<file path="src/rtl/i2c_evt_pkg.sv">
package i2c_evt_pkg;
  localparam int DATA_W = 16;
  localparam int OFF_W  = 2;

  typedef enum logic [OFF_W-1:0] {
    OFF_ENABLE = 2'd0,
    OFF_STATUS = 2'd1,
    OFF_VECTOR = 2'd2,
    OFF_BUFCFG = 2'd3
  } reg_off_e;

  localparam int B_NACK = 1;
  localparam int B_ARDY = 2;
  localparam int B_RRDY = 3;
  localparam int B_XRDY = 4;
  localparam int B_BUSY = 12;
  localparam int B_RDMA = 15;
  localparam int B_XDMA = 7;

  localparam logic [DATA_W-1:0] STORED_MASK = 16'h8C1E;
  localparam logic [DATA_W-1:0] SWCLR_MASK  = 16'h0027;
  localparam logic [DATA_W-1:0] BUFCFG_MASK = 16'h8080;
endpackage

</file>
<file path="src/rtl/i2c_vec_enc.sv">
module i2c_vec_enc #(
  parameter int W  = 16,
  parameter int CW = $clog2(W + 1)
) (
  input  logic [W-1:0]  pend_i,
  output logic [CW-1:0] code_o
);
  always_comb begin
    code_o = '0;
    for (int i = W - 1; i >= 0; i--) begin
      if (pend_i[i]) code_o = CW'(i + 1);
    end
  end
endmodule

</file>
<file path="src/rtl/i2c_stat_bank.sv">
module i2c_stat_bank
  import i2c_evt_pkg::*;
#(
  parameter int W = DATA_W
) (
  input  logic         clk,
  input  logic         rst,
  input  logic [W-1:0] set_i,
  input  logic [W-1:0] sw_clr_i,
  input  logic [W-1:0] ack_clr_i,
  input  logic [1:0]   rdy_clr_i,
  output logic [W-1:0] stat_q,
  output logic [W-1:0] stat_n
);
  logic [W-1:0] hw_clr;

  always_comb begin
    hw_clr = '0;
    hw_clr[B_RRDY] = rdy_clr_i[0];
    hw_clr[B_XRDY] = rdy_clr_i[1];
    stat_n = ((stat_q & ~(sw_clr_i | ack_clr_i | hw_clr)) | set_i) & STORED_MASK;
  end

  always_ff @(posedge clk) begin
    if (rst) stat_q <= '0;
    else     stat_q <= stat_n;
  end

  // the ready bits survive everything except a hardware or vector clear
  p_rrdy_sticky_r4: assert property (@(posedge clk) disable iff (rst)
    (stat_q[B_RRDY] && !rdy_clr_i[0] && !ack_clr_i[B_RRDY]) |=> stat_q[B_RRDY]);
  p_xrdy_sticky_r4: assert property (@(posedge clk) disable iff (rst)
    (stat_q[B_XRDY] && !rdy_clr_i[1] && !ack_clr_i[B_XRDY]) |=> stat_q[B_XRDY]);
  // a set pulse always lands
  p_set_wins_r10: assert property (@(posedge clk) disable iff (rst)
    set_i[B_NACK] |=> stat_q[B_NACK]);
endmodule

</file>
<file path="src/rtl/i2c_evt_unit.sv">
module i2c_evt_unit
  import i2c_evt_pkg::*;
#(
  parameter int REV       = 4,
  parameter int REV_SPLIT = 3
) (
  input  logic              clk,
  input  logic              rst,
  input  logic [OFF_W-1:0]  reg_off_i,
  input  logic              reg_we_i,
  input  logic              reg_re_i,
  input  logic [DATA_W-1:0] reg_wdata_i,
  output logic [DATA_W-1:0] reg_rdata_o,
  input  logic [DATA_W-1:0] ev_set_i,
  input  logic [1:0]        rdy_clr_i,
  input  logic              bus_busy_i,
  output logic              irq_o,
  output logic              rx_drq_o,
  output logic              tx_drq_o
);
  localparam logic [DATA_W-1:0] EN_MASK = (REV >= REV_SPLIT) ? 16'h003F : 16'h001F;
  localparam int CW = $clog2(DATA_W + 1);

  logic [DATA_W-1:0] stat_q, stat_n, sw_clr, ack_clr;
  logic [DATA_W-1:0] en_q, en_n, dma_q, dma_n, rd_n;
  logic [CW-1:0]     vec;
  logic wr_en, wr_st, wr_buf, rd_vec;

  assign wr_en  = reg_we_i && (reg_off_i == OFF_ENABLE);
  assign wr_st  = reg_we_i && (reg_off_i == OFF_STATUS);
  assign wr_buf = reg_we_i && (reg_off_i == OFF_BUFCFG);
  assign rd_vec = reg_re_i && (reg_off_i == OFF_VECTOR);

  i2c_vec_enc #(.W(DATA_W), .CW(CW)) u_enc (
    .pend_i (stat_q & en_q),
    .code_o (vec)
  );

  always_comb begin
    sw_clr  = wr_st ? (reg_wdata_i & SWCLR_MASK) : '0;
    ack_clr = '0;
    if (rd_vec && vec != '0) ack_clr[vec - CW'(1)] = 1'b1;
  end

  i2c_stat_bank #(.W(DATA_W)) u_stat (
    .clk       (clk),
    .rst       (rst),
    .set_i     (ev_set_i),
    .sw_clr_i  (sw_clr),
    .ack_clr_i (ack_clr),
    .rdy_clr_i (rdy_clr_i),
    .stat_q    (stat_q),
    .stat_n    (stat_n)
  );

  always_comb begin
    en_n  = en_q;
    dma_n = dma_q;
    if (wr_en) en_n = reg_wdata_i & EN_MASK;
    if (wr_buf) begin
      dma_n = reg_wdata_i & BUFCFG_MASK;
      if (reg_wdata_i[B_RDMA]) en_n[B_RRDY] = 1'b0;
      if (reg_wdata_i[B_XDMA]) en_n[B_XRDY] = 1'b0;
    end
  end

  always_comb begin
    unique case (reg_off_i)
      OFF_ENABLE: rd_n = en_q;
      OFF_STATUS: rd_n = stat_q | (DATA_W'(bus_busy_i) << B_BUSY);
      OFF_VECTOR: rd_n = DATA_W'(vec);
      default:    rd_n = dma_q;
    endcase
  end

  always_ff @(posedge clk) begin
    if (rst) begin
      en_q        <= '0;
      dma_q       <= '0;
      reg_rdata_o <= '0;
      irq_o       <= 1'b0;
      rx_drq_o    <= 1'b0;
      tx_drq_o    <= 1'b0;
    end else begin
      en_q     <= en_n;
      dma_q    <= dma_n;
      irq_o    <= |(stat_n & en_n);
      rx_drq_o <= dma_n[B_RDMA] & stat_n[B_RRDY];
      tx_drq_o <= dma_n[B_XDMA] & stat_n[B_XRDY];
      if (reg_re_i) reg_rdata_o <= rd_n;
    end
  end

  // no interrupt without an enabled pending bit
  p_irq_needs_en_r2: assert property (@(posedge clk) disable iff (rst)
    (en_q == '0) |-> !irq_o);
  // a DMA request only with its direction enabled and its ready bit set
  p_rx_drq_r7: assert property (@(posedge clk) disable iff (rst)
    rx_drq_o |-> (dma_q[B_RDMA] && stat_q[B_RRDY]));
  p_tx_drq_r7: assert property (@(posedge clk) disable iff (rst)
    tx_drq_o |-> (dma_q[B_XDMA] && stat_q[B_XRDY]));
  // only the two DMA enables are ever held
  p_buf_mask_r6: assert property (@(posedge clk) disable iff (rst)
    (dma_q & ~BUFCFG_MASK) == '0);
  // a receive DMA enable write leaves the receive-ready enable off
  p_dma_drops_en_r8: assert property (@(posedge clk) disable iff (rst)
    (wr_buf && reg_wdata_i[B_RDMA]) |=> !en_q[B_RRDY]);

  generate
    if (REV < REV_SPLIT) begin : g_old
      // five-bit enable on the older revision
      p_en_width_r3: assert property (@(posedge clk) disable iff (rst)
        en_q[5] == 1'b0);
    end
  endgenerate
endmodule

</file>
<file path="config.mk">
export PLATFORM = sky130hd
export DESIGN_NAME = i2c_evt_unit
export DESIGN_NICKNAME = d
export VERILOG_FILES = /design/src/rtl/i2c_evt_pkg.sv /design/src/rtl/i2c_vec_enc.sv /design/src/rtl/i2c_stat_bank.sv /design/src/rtl/i2c_evt_unit.sv
export SDC_FILE = /design/constraint.sdc
export NUM_CORES = 1
export LEC_CHECK = 0
export BUFFER_PORTS_ARGS = -buffer_cell sky130_fd_sc_hd__buf_4
export CAP_MARGIN = 40
export CORE_ASPECT_RATIO = 1.1
export CORE_UTILIZATION = 43
export DETAILED_ROUTE_END_ITERATION = 10
export GPL_ROUTABILITY_DRIVEN = 0
export HOLD_SLACK_MARGIN = 0.12
export PLACE_DENSITY = 0.72
export SYNTH_ARGS = -nofsm -noshare
export SYNTH_HDL_FRONTEND = slang
export SYNTH_SLANG_ARGS = --single-unit
export TNS_END_PERCENT = 1
</file>
<file path="constraint.sdc">
create_clock -name clk -period 2 [get_ports clk]
set_input_delay 0.4 -clock clk [delete_from_list [all_inputs] [get_ports clk]]
set_output_delay 0.4 -clock clk [all_outputs]
set_load 0.01 [all_outputs]
</file>
; Yosys cells after proc, flatten, opt, wreduce, memory -nomap -nowiden
; Index checks and enable logic that the tools add are counted.
[op_classes]
n_addsub = 1
n_mul = 0
div_mod_pow = 0
n_lt_le_gt_ge = 2
n_eq_ne = 3
n_shift = 0
mux = 26
bitwise_logic = 10
n_reduce_logical = 9
[op_table]
columns = cell, n
row1 = $mux W5, 16
row2 = $and A16 B16 Y16, 3
row3 = $mux W16, 3
row4 = $pmux W16 S3, 1
row5 = $not A16 Y16, 1
row6 = $or A16 B13 Y16, 1
row7 = $or A16 B16 Y16, 1
row8 = $or A16 B5 Y16, 1
row9 = $or A6 B16 Y16, 1
row10 = $reduce_or A16 Y1, 1
row11 = $logic_and A1 B1 Y1, 6
row12 = $mux W6, 1
row13 = $ge A5 B1 Y1 const B, 1
row14 = $lt A5 B5 Y1 const B, 1
row15 = $reduce_bool A5 Y1, 1
row16 = $sub A5 B1 Y5 const B, 1
row17 = $demux W1 S4, 1
row18 = $eq A2 B2 Y1 const B, 2
row19 = $mux W1, 3
row20 = $and A1 B1 Y1, 2
row21 = $eq A2 B1 Y1 const B, 1
row22 = $logic_not A2 Y1, 1
row23 = $mux W2, 1
[totals]
regBits = 53
latch_bits = 0
ram_bits = 0
mem_bits_ro = 0
in_bits = 41
wordCells = 59
mem_count = 0

; Logic depth before layout (Yosys ltp)
; Gate-level depths: netlist of run 1.
[depth]
word_depth = 30
ltp_mapped = 7
mapped_depth_nobuf = 5

; By module
; From an unflattened synthesis of run 1, not the netlist that was laid out.
[hier_totals]
cells_unflattened = 312
area_unflattened_um2 = 2522.4
[by_module_without_submodules]
columns = mod, n_inst, cells_per_inst, area_each_um2, seq_area_each_um2
row1 = i2c_evt_unit, 1, 229, 1920.6, 740.7
row2 = i2c_stat_bank, 1, 52, 435.4, 140.1
row3 = i2c_vec_enc, 1, 31, 166.4, 0.0

; Worst setup path after synthesis of run 1
; Ideal clock, no wire load.
[synth_timing]
path_type = input port to flip-flop
startpoint = input reg_off_i[1]
endpoint = register irq_o
setup_time_ns = 0.133
t_arrival_ns = 1.746
required_time_ns = 1.867
path_slack_ns = 0.122
stages = 7
n_path_buf = 2
cell_sequence = clkbuf_1 > or3b_1 > buf_2 > mux2i_1 > o221ai_1 > nor4_1 > a31oi_1
[synth_via]
elab_chain_cells = 11
[synth_lines]
columns = element, line_no
row1 = from (decl), i2c_evt_unit.sv:9  ; input logic [OFF_W-1:0] reg_off_i,
row2 = $eq A2 B2 Y1, i2c_evt_unit.sv:32  ; assign rd_vec = reg_re_i && (reg_off_i == OFF_VECTOR);
row3 = $logic_and A1 B1 Y1, i2c_evt_unit.sv:32
row4 = $logic_and A1 B1 Y1, i2c_evt_unit.sv:42  ; if (rd_vec && vec != '0) ack_clr[vec - CW'(1)] = 1'b1;
row5 = $mux W16, i2c_evt_unit.sv:42
row6 = $or A6 B16 Y16, i2c_stat_bank.sv:21  ; stat_n = ((stat_q & ~(sw_clr_i | ack_clr_i | hw_clr)) | set_i) & STORED_MASK;
row7 = $or A16 B5 Y16, i2c_stat_bank.sv:21
row8 = $not A16 Y16, i2c_stat_bank.sv:21
row9 = $and A16 B16 Y16, i2c_stat_bank.sv:21
row10 = $or A16 B16 Y16, i2c_stat_bank.sv:21
row11 = $and A16 B16 Y16 (*), i2c_evt_unit.sv:87  ; irq_o <= |(stat_n & en_n);
row12 = $reduce_or A16 Y1 (*), i2c_evt_unit.sv:87
row13 = to (signal assigned), i2c_evt_unit.sv:87
row14 = to (decl), i2c_evt_unit.sv:17  ; output logic irq_o,
; Mark *: on every way between the ends. The rest lies on a longest branch, timed or not.
; A chain may end at the register's enable or synchronous reset.

; Worst setup path after layout of run 1
[layout_timing]
startpoint = register u_stat.stat_q[4]
endpoint = register irq_o
[layout_via]
elab_chain_cells = 19
[layout_lines]
columns = element, line_no
row1 = from (decl), i2c_stat_bank.sv:12  ; output logic [W-1:0] stat_q,
row2 = from (signal assigned), i2c_stat_bank.sv:26  ; else stat_q <= stat_n;
row3 = $and A16 B16 Y16, i2c_evt_unit.sv:35  ; .pend_i (stat_q & en_q),
row4 = $mux W5 (5 in series), i2c_vec_enc.sv:11  ; if (pend_i[i]) code_o = CW'(i + 1);
row5 = $sub A5 B1 Y5, i2c_evt_unit.sv:42
row6 = $ge A5 B1 Y1 (not written as such) or $lt A5 B5 Y1 (tied branches), i2c_evt_unit.sv:42
row7 = $logic_and A1 B1 Y1 (not written as such), i2c_evt_unit.sv:42
row8 = $mux W1 (not written as such), i2c_evt_unit.sv:42
row9 = $demux W1 S4, i2c_evt_unit.sv:42
row10 = $mux W16, i2c_evt_unit.sv:42
row11 = $or A6 B16 Y16, i2c_stat_bank.sv:21
row12 = $or A16 B5 Y16, i2c_stat_bank.sv:21
row13 = $not A16 Y16, i2c_stat_bank.sv:21
row14 = $and A16 B16 Y16 (*), i2c_stat_bank.sv:21
row15 = $or A16 B16 Y16 (*), i2c_stat_bank.sv:21
row16 = $and A16 B16 Y16 (*), i2c_evt_unit.sv:87
row17 = $reduce_or A16 Y1 (*), i2c_evt_unit.sv:87
; Marked as above.

==> results of run 1 <==
## where the power goes
part           total, mW  internal, mW  leakage [nW]  switching (mW)
clock network      0.382         0.173        0.0326           0.209
registers          0.676         0.661         0.262          0.0142
logic              0.216         0.107         0.616           0.108
## per-layer routing
metal	up-vias	GRT usage, %	part of all wire [%]
met3	9	6.10	4.2
met4	0	9.30	2.0
met2	45	34.6	49
met5	-	0	0
li1	775	-	-
met1	698	25.6	45
## flip-flops by register name, indices dropped and copies added, names as in the netlist
name / flops
irq_o: 1
tx_drq_o: 1
reg_rdata_o: 11
u_stat.stat_q: 7
rx_drq_o: 1
dma_q: 2
en_q: 9
## kinds of logic after synthesis
kind of cell           after synthesis
AO/OA/AOI/OAI                       48
buffers and inverters               21
flip-flops                          32
multiplexers                        13
other                                1
AND/OR/NAND/NOR                     69
## cells in the final DEF, fill, tap and decap left out, types with 3 or more instances in the layout
master    instances
a211oi_1          5
a21oi_1          14
a31oi_1           5
and2_1            4
buf_4            61
clkbuf_4          5
conb_1            5
dfxtp_1          32
inv_1             4
mux2i_1          12
nand2_1           8
nand2b_1          5
nand3_1          10
nand4b_1          4
nor2_1           21
nor2b_1           4
nor3_1            4
o211ai_1          4
o21ai_0           3
## worst max-delay path: cells and delay by family, from the launching register on
kind             cells  cell delay, ns
AND/OR/NAND/NOR      2            0.99
flip-flops           1            0.33
AO/OA/AOI/OAI        3            0.44
## metrics by stage
step	instance area, sq um	hold slack [ns]	utilization [%]
6_report	2080	0.290	60.9
5_1_grt	2080	0.268	60.9
4_1_cts	2080	0.278	60.9
3_5_place_dp	2020	0.460	59.1
3_3_place_gp	2020	0.444	59.1
2_1_floorplan	1590	0.437	-
## cell type report
cell class,instances,area [sq um]
repair buffers,61,458
fillers,333,1340
flip-flops and latches,32,641
well taps,48,60.1
inverters,4,15.0
clock buffers,8,58.8
multi-input cells,135,845
## worst max-delay path by stage
stage,start,to,cells after the start
3_3_place_gp,reg_off_i[0],irq_o$_SDFF_PP0_,7
5_1_grt,u_stat.stat_q[4]$_SDFF_PP0_,irq_o$_SDFF_PP0_,5
2_1_floorplan,reg_off_i[1],irq_o$_SDFF_PP0_,7
3_5_place_dp,reg_off_i[0],irq_o$_SDFF_PP0_,7
6_report,u_stat.stat_q[4]$_SDFF_PP0_,irq_o$_SDFF_PP0_,5
4_1_cts,u_stat.stat_q[4]$_SDFF_PP0_,irq_o$_SDFF_PP0_,5
==> summary.txt, run 1 <==
Outcome
  • Status: completed

Synthesis
  • Synthesized area per cell: about 8.5 sq um
  • Main combinational cell family by area after synthesis: simple AND/OR/NAND/NOR gates
  • Yosys cell types: 43
  • Mux cell area share after synthesis: under 10%
  • Flops & latches, synth: 32
  • Largest cells by area after synthesis: dfxtp_1 41%, mux2i_1 7.6%, nor2_1 5.0%
  • Top cell type by total area after synthesis: dfxtp_1
  • Post-synth top flop: dfxtp_1
  • Most frequent cells after synthesis: 32 x dfxtp_1, 21 x nor2_1, 14 x a21oi_1
  • Number of enable flip-flop cells after synthesis: 0
  • Mapped Cells: 184
  • Xor/xnor share of the synthesized area: 0%
  • Count leader, synth: dfxtp_1
  • Compound-Gate Fraction of Synth Area: a little over a fifth
  • Synth top area share: around two fifths
  • Mapped Area: 1570 sq um
  • Adder-Cell Fraction of Synth Area: 0%
  • Synth Area in Simple Gates: about a quarter
  • Seq/Total Area, Yosys: 40.8%
  • Synth warn: 0
  • Post-synth ARST share: 0%

Floorplan
  • Die Ht: 65.4 um
  • Die width: roughly 60 um
  • Die ar.: around 3900 sq um
  • Row count: 22
  • Ports: 60
  • Core area: between 3000 and 4000 sq um
  • Initial core utilization: a little under half

Clocking
  • TritonCTS clock tree: done
  • Hold buffers post-CTS: 0
  • CTS sink cnt: 32
  • Resize count post-CTS: 0
  • CTS H-tree lvls: 2
  • Post-CTS Setup Repair Bufs: 0
  • Clock Tree Root: clkbuf_4
  • Max Root-Sink Buffers: 2
  • Clk slew on worst S/H paths: ~0.09 ns
  • Worst-Skew Late Latency: about 0.33 ns
  • Num CTS Buffers: 5

Timing
  • Fin crit period: 1.90 ns
  • Final setup fails: 0
  • Final TNS setup: 0 ns
  • Unrepaired setup endpoints after global routing: no
  • Fmax: between 500 and 600 MHz
  • Period utilization: a little over nine tenths
  • Hold Fails Final Rpt: 0
  • Worst setup margin: roughly 0.10 ns
  • Clock skew: approximately 0.0066 ns
  • Slew Limit Fails: 0

Critical path
  • Worst R2R Path Depth: 5
  • Crit path DAT: 2.10 ns
  • Crit path launch type: flop
  • CP most frequent cell: or4_4
  • Worst path slowest cell: or4_4
  • CP Capture Type: flop
  • Kind of critical path: flop to flop
  • Crit-path max cell delay: about 0.5 ns
  • Worst reg2reg path startpoint: u_stat.stat_q[4]$_SDFF_PP0_
  • CP max FO: 2
  • R2R setup slack: between 0.1 and 0.15 ns
  • Reg-to-Reg End: irq_o$_SDFF_PP0_
  • Cells along the critical path: a22o_1 > or4_4 > or4_4 > o2111ai_2 > a31oi_1
  • Req. time, crit path: around 2.2 ns

Place
  • DP Wirelength: 2.84 mm
  • Count of input and output buffers: 37
  • DP Worst Slack: -0.0106 ns
  • Post-Place Cells: 280

Cells and area
  • Layout area overhead: 32.2%
  • Layout cells sized above 1: about 30%
  • Final std cells w/o fill: around 290
  • Ant. Diodes: 0
  • Fin nets: 280

Routing
  • Routed vias: approximately 1.5k
  • Number of detailed-route iterations in the first pass: 4
  • Routed WL: 3.83 mm
  • Routed wire per std cell: around 13 um
  • Vias per cell: 5.30
  • Final ANT Viol Nets: 0
  • Initial drt markers: 76
  • Residual DRC: 0

Run
  • Max cap viols: 0

Pwr
  • Worst vdd ir: between 0.3 and 0.4 mV
  • PD cells: between 600 and 700 nW/um^2
  • Power Total: between 1 and 1.5 mW
  • Lkg Pwr: roughly 0.9 nW

Min path
  • HP Start: ev_set_i[15]
  • Hold EP: u_stat.stat_q[15]$_SDFF_PP0_
  • Depth of the worst hold-timing path: 3
  • Hold Path Class: primary input to flop

GRT
  • Global-route wire length before repair: between 6 and 7 mm
  • Initial antenna violation count: 0
  • Vias in the first global route: approximately 1.4k
  • Pin count of the biggest net entering global routing: 31
  • GRT overflow: 0
  • Total track usage: around a fifth
Note: power is estimated with default switching activity, not from simulation.
==> run 2: changes to the inputs <==
Settings changed: PLACE_DENSITY 0.72 to 0.77.
==> summary.txt, run 2 (synthesis results as in run 1) <==
Floorplan
  • Core area: between 3000 and 4000 sq um
  • Die ar.: about 4000 sq um
  • Ports: 60
  • Initial core utilization: a little under half
  • Row count: 22
  • Die width: roughly 60 um
  • Die Ht: about 65 um

Clocking
  • TritonCTS clock tree: done
  • Worst-Skew Late Latency: about 0.34 ns
  • Hold buffers post-CTS: 0
  • Num CTS Buffers: 5
  • Max Root-Sink Buffers: 2
  • Clock Tree Root: clkbuf_4
  • Clk slew on worst S/H paths: 0.10 ns
  • Resize count post-CTS: 0
  • CTS H-tree lvls: 2
  • Post-CTS Setup Repair Bufs: 0
  • CTS sink cnt: 32

Timing
  • Fmax: approximately 520 MHz
  • Final TNS setup: 0 ns
  • Hold Fails Final Rpt: 0
  • Fin crit period: around 1.9 ns
  • Final setup fails: 0
  • Period utilization: between 90% and 100%
  • Unrepaired setup endpoints after global routing: no
  • Clock skew: about 0.0078 ns
  • Slew Limit Fails: 0

Cells and area
  • Fin nets: approximately 280
  • Layout area overhead: 30.4%
  • Finished Cell Area: between 2000 and 2500 sq um
  • Most frequent cells in the layout: 59 x buf_4, 32 x dfxtp_1, 21 x nor2_1
  • Max reg flops: 11
  • Layout cells sized above 1: 29.5%
  • Fill count: 324
  • Biggest register: reg_rdata_o
  • Ant. Diodes: 0
  • Commonest non-fill, non-tap cell in the layout: buf_4
  • Top Registers: reg_rdata_o x11, en_q x9, u_stat.stat_q x7

Routing
  • Routed vias: around 1.5k
  • Final ANT Viol Nets: 0
  • Number of detailed-route iterations in the first pass: 4
  • Initial drt markers: a little under 60
  • Residual DRC: 0
  • Routed WL: 3.74 mm
  • Vias per cell: approximately 5.3
  • Routed wire per std cell: about 13 um

Min path
  • Hold Path Class: primary input to flop
  • HP Start: ev_set_i[1]

Critical path
  • Cells along the critical path: a22o_1 > or4_4 > or4_4 > o2111ai_2 > a31oi_1
  • CP Capture Type: flop
  • Kind of critical path: flop to flop
  • CP bufs+invs: 0
  • CP most frequent cell: or4_4
  • Crit path DAT: around 2.1 ns
  • Crit-path max cell delay: 0.50 ns
  • Crit. Startpoint: u_stat.stat_q[4]$_SDFF_PP0_
  • Req. time, crit path: ~2.2 ns
  • Crit path launch type: flop
  • Worst path slowest cell: or4_4
  • Worst reg2reg path startpoint: u_stat.stat_q[4]$_SDFF_PP0_
  • CP max FO: 2
  • Largest delay contributor family on the critical path: simple AND/OR/NAND/NOR gates

Place
  • Count of input and output buffers: 37
  • DP Wirelength: around 2.8 mm
  • Placed Area: 2000 sq um

Run
  • Max cap viols: 0

GRT
  • Global-route wire length before repair: just over 6 mm
  • Vias in the first global route: about 1.4k
  • GRT overflow: 0
  • Pin count of the biggest net entering global routing: 31
  • Initial antenna violation count: 0
  • Total track usage: 21.0%

Pwr
  • Worst vdd ir: about 0.37 mV
  • PD cells: ~600 nW/um^2
  • Lkg Pwr: just under 0.9 nW

Outcome
  • Status: completed
[run 2: final timing paths]
kind | cells past startpoint | slack, ns | endpoint
max | 5 | 0.09 | irq_o$_SDFF_PP0_
min | 3 | 0.29 | u_stat.stat_q[1]$_SDFF_PP0_
max reg2reg | 5 | 0.09 | irq_o$_SDFF_PP0_
min reg2reg | 2 | 0.46 | en_q[5]$_SDFFE_PP0P_
[run 2: layer usage]
layer | global-route usage, % | wire length (um) | up-vias
met4 | 9.30 | 67 | 0
met5 | 0 | 0 | -
met2 | 32.2 | 1790 | 40
met1 | 26.2 | 1680 | 707
li1 | - | - | 764
met3 | 7.48 | 198 | 9
[run 2: worst register-to-register path, stage by stage (launching register included)]
cell	delay [ns]
dfxtp_1	0.33
a22o_1	0.25
or4_4	0.50
or4_4	0.50
o2111ai_2	0.10
a31oi_1	0.11
[run 2: report_power, final]
group	leakage [nW]	internal (mW)	switching (mW)
logic	0.606	0.106	0.107
registers	0.262	0.661	0.0147
clock network	0.0281	0.129	0.210
[run 2: layout make-up]
cell class	instances	area [sq um]	share of cell area (%)
Inverter	4	15.0	0.733
Multi-Input combinational cell	135	845	41.2
Tap cell	48	60.1	2.93
Timing Repair Buffer	59	443	21.6
Sequential cell	32	641	31.3
Clock inverter	1	5.00	0.244
Clock buffer	6	41.3	2.01
[run 2: metrics by stage]
step / total power, mW / setup WS (ns) / std cells / hold slack (ns) / util, %
after floorplan: 0.806 / 0.122 / 188 / 0.437 / -
after global placement: 0.900 / 0.0520 / 278 / 0.444 / 58.7
after detailed placement: 0.903 / 0.0604 / 278 / 0.447 / 58.7
after CTS: 1.24 / 0.0951 / 285 / 0.274 / 60.0
after global routing: 1.30 / 0.0536 / 285 / 0.285 / 60.0
final: 1.23 / 0.0888 / 285 / 0.286 / 60.0
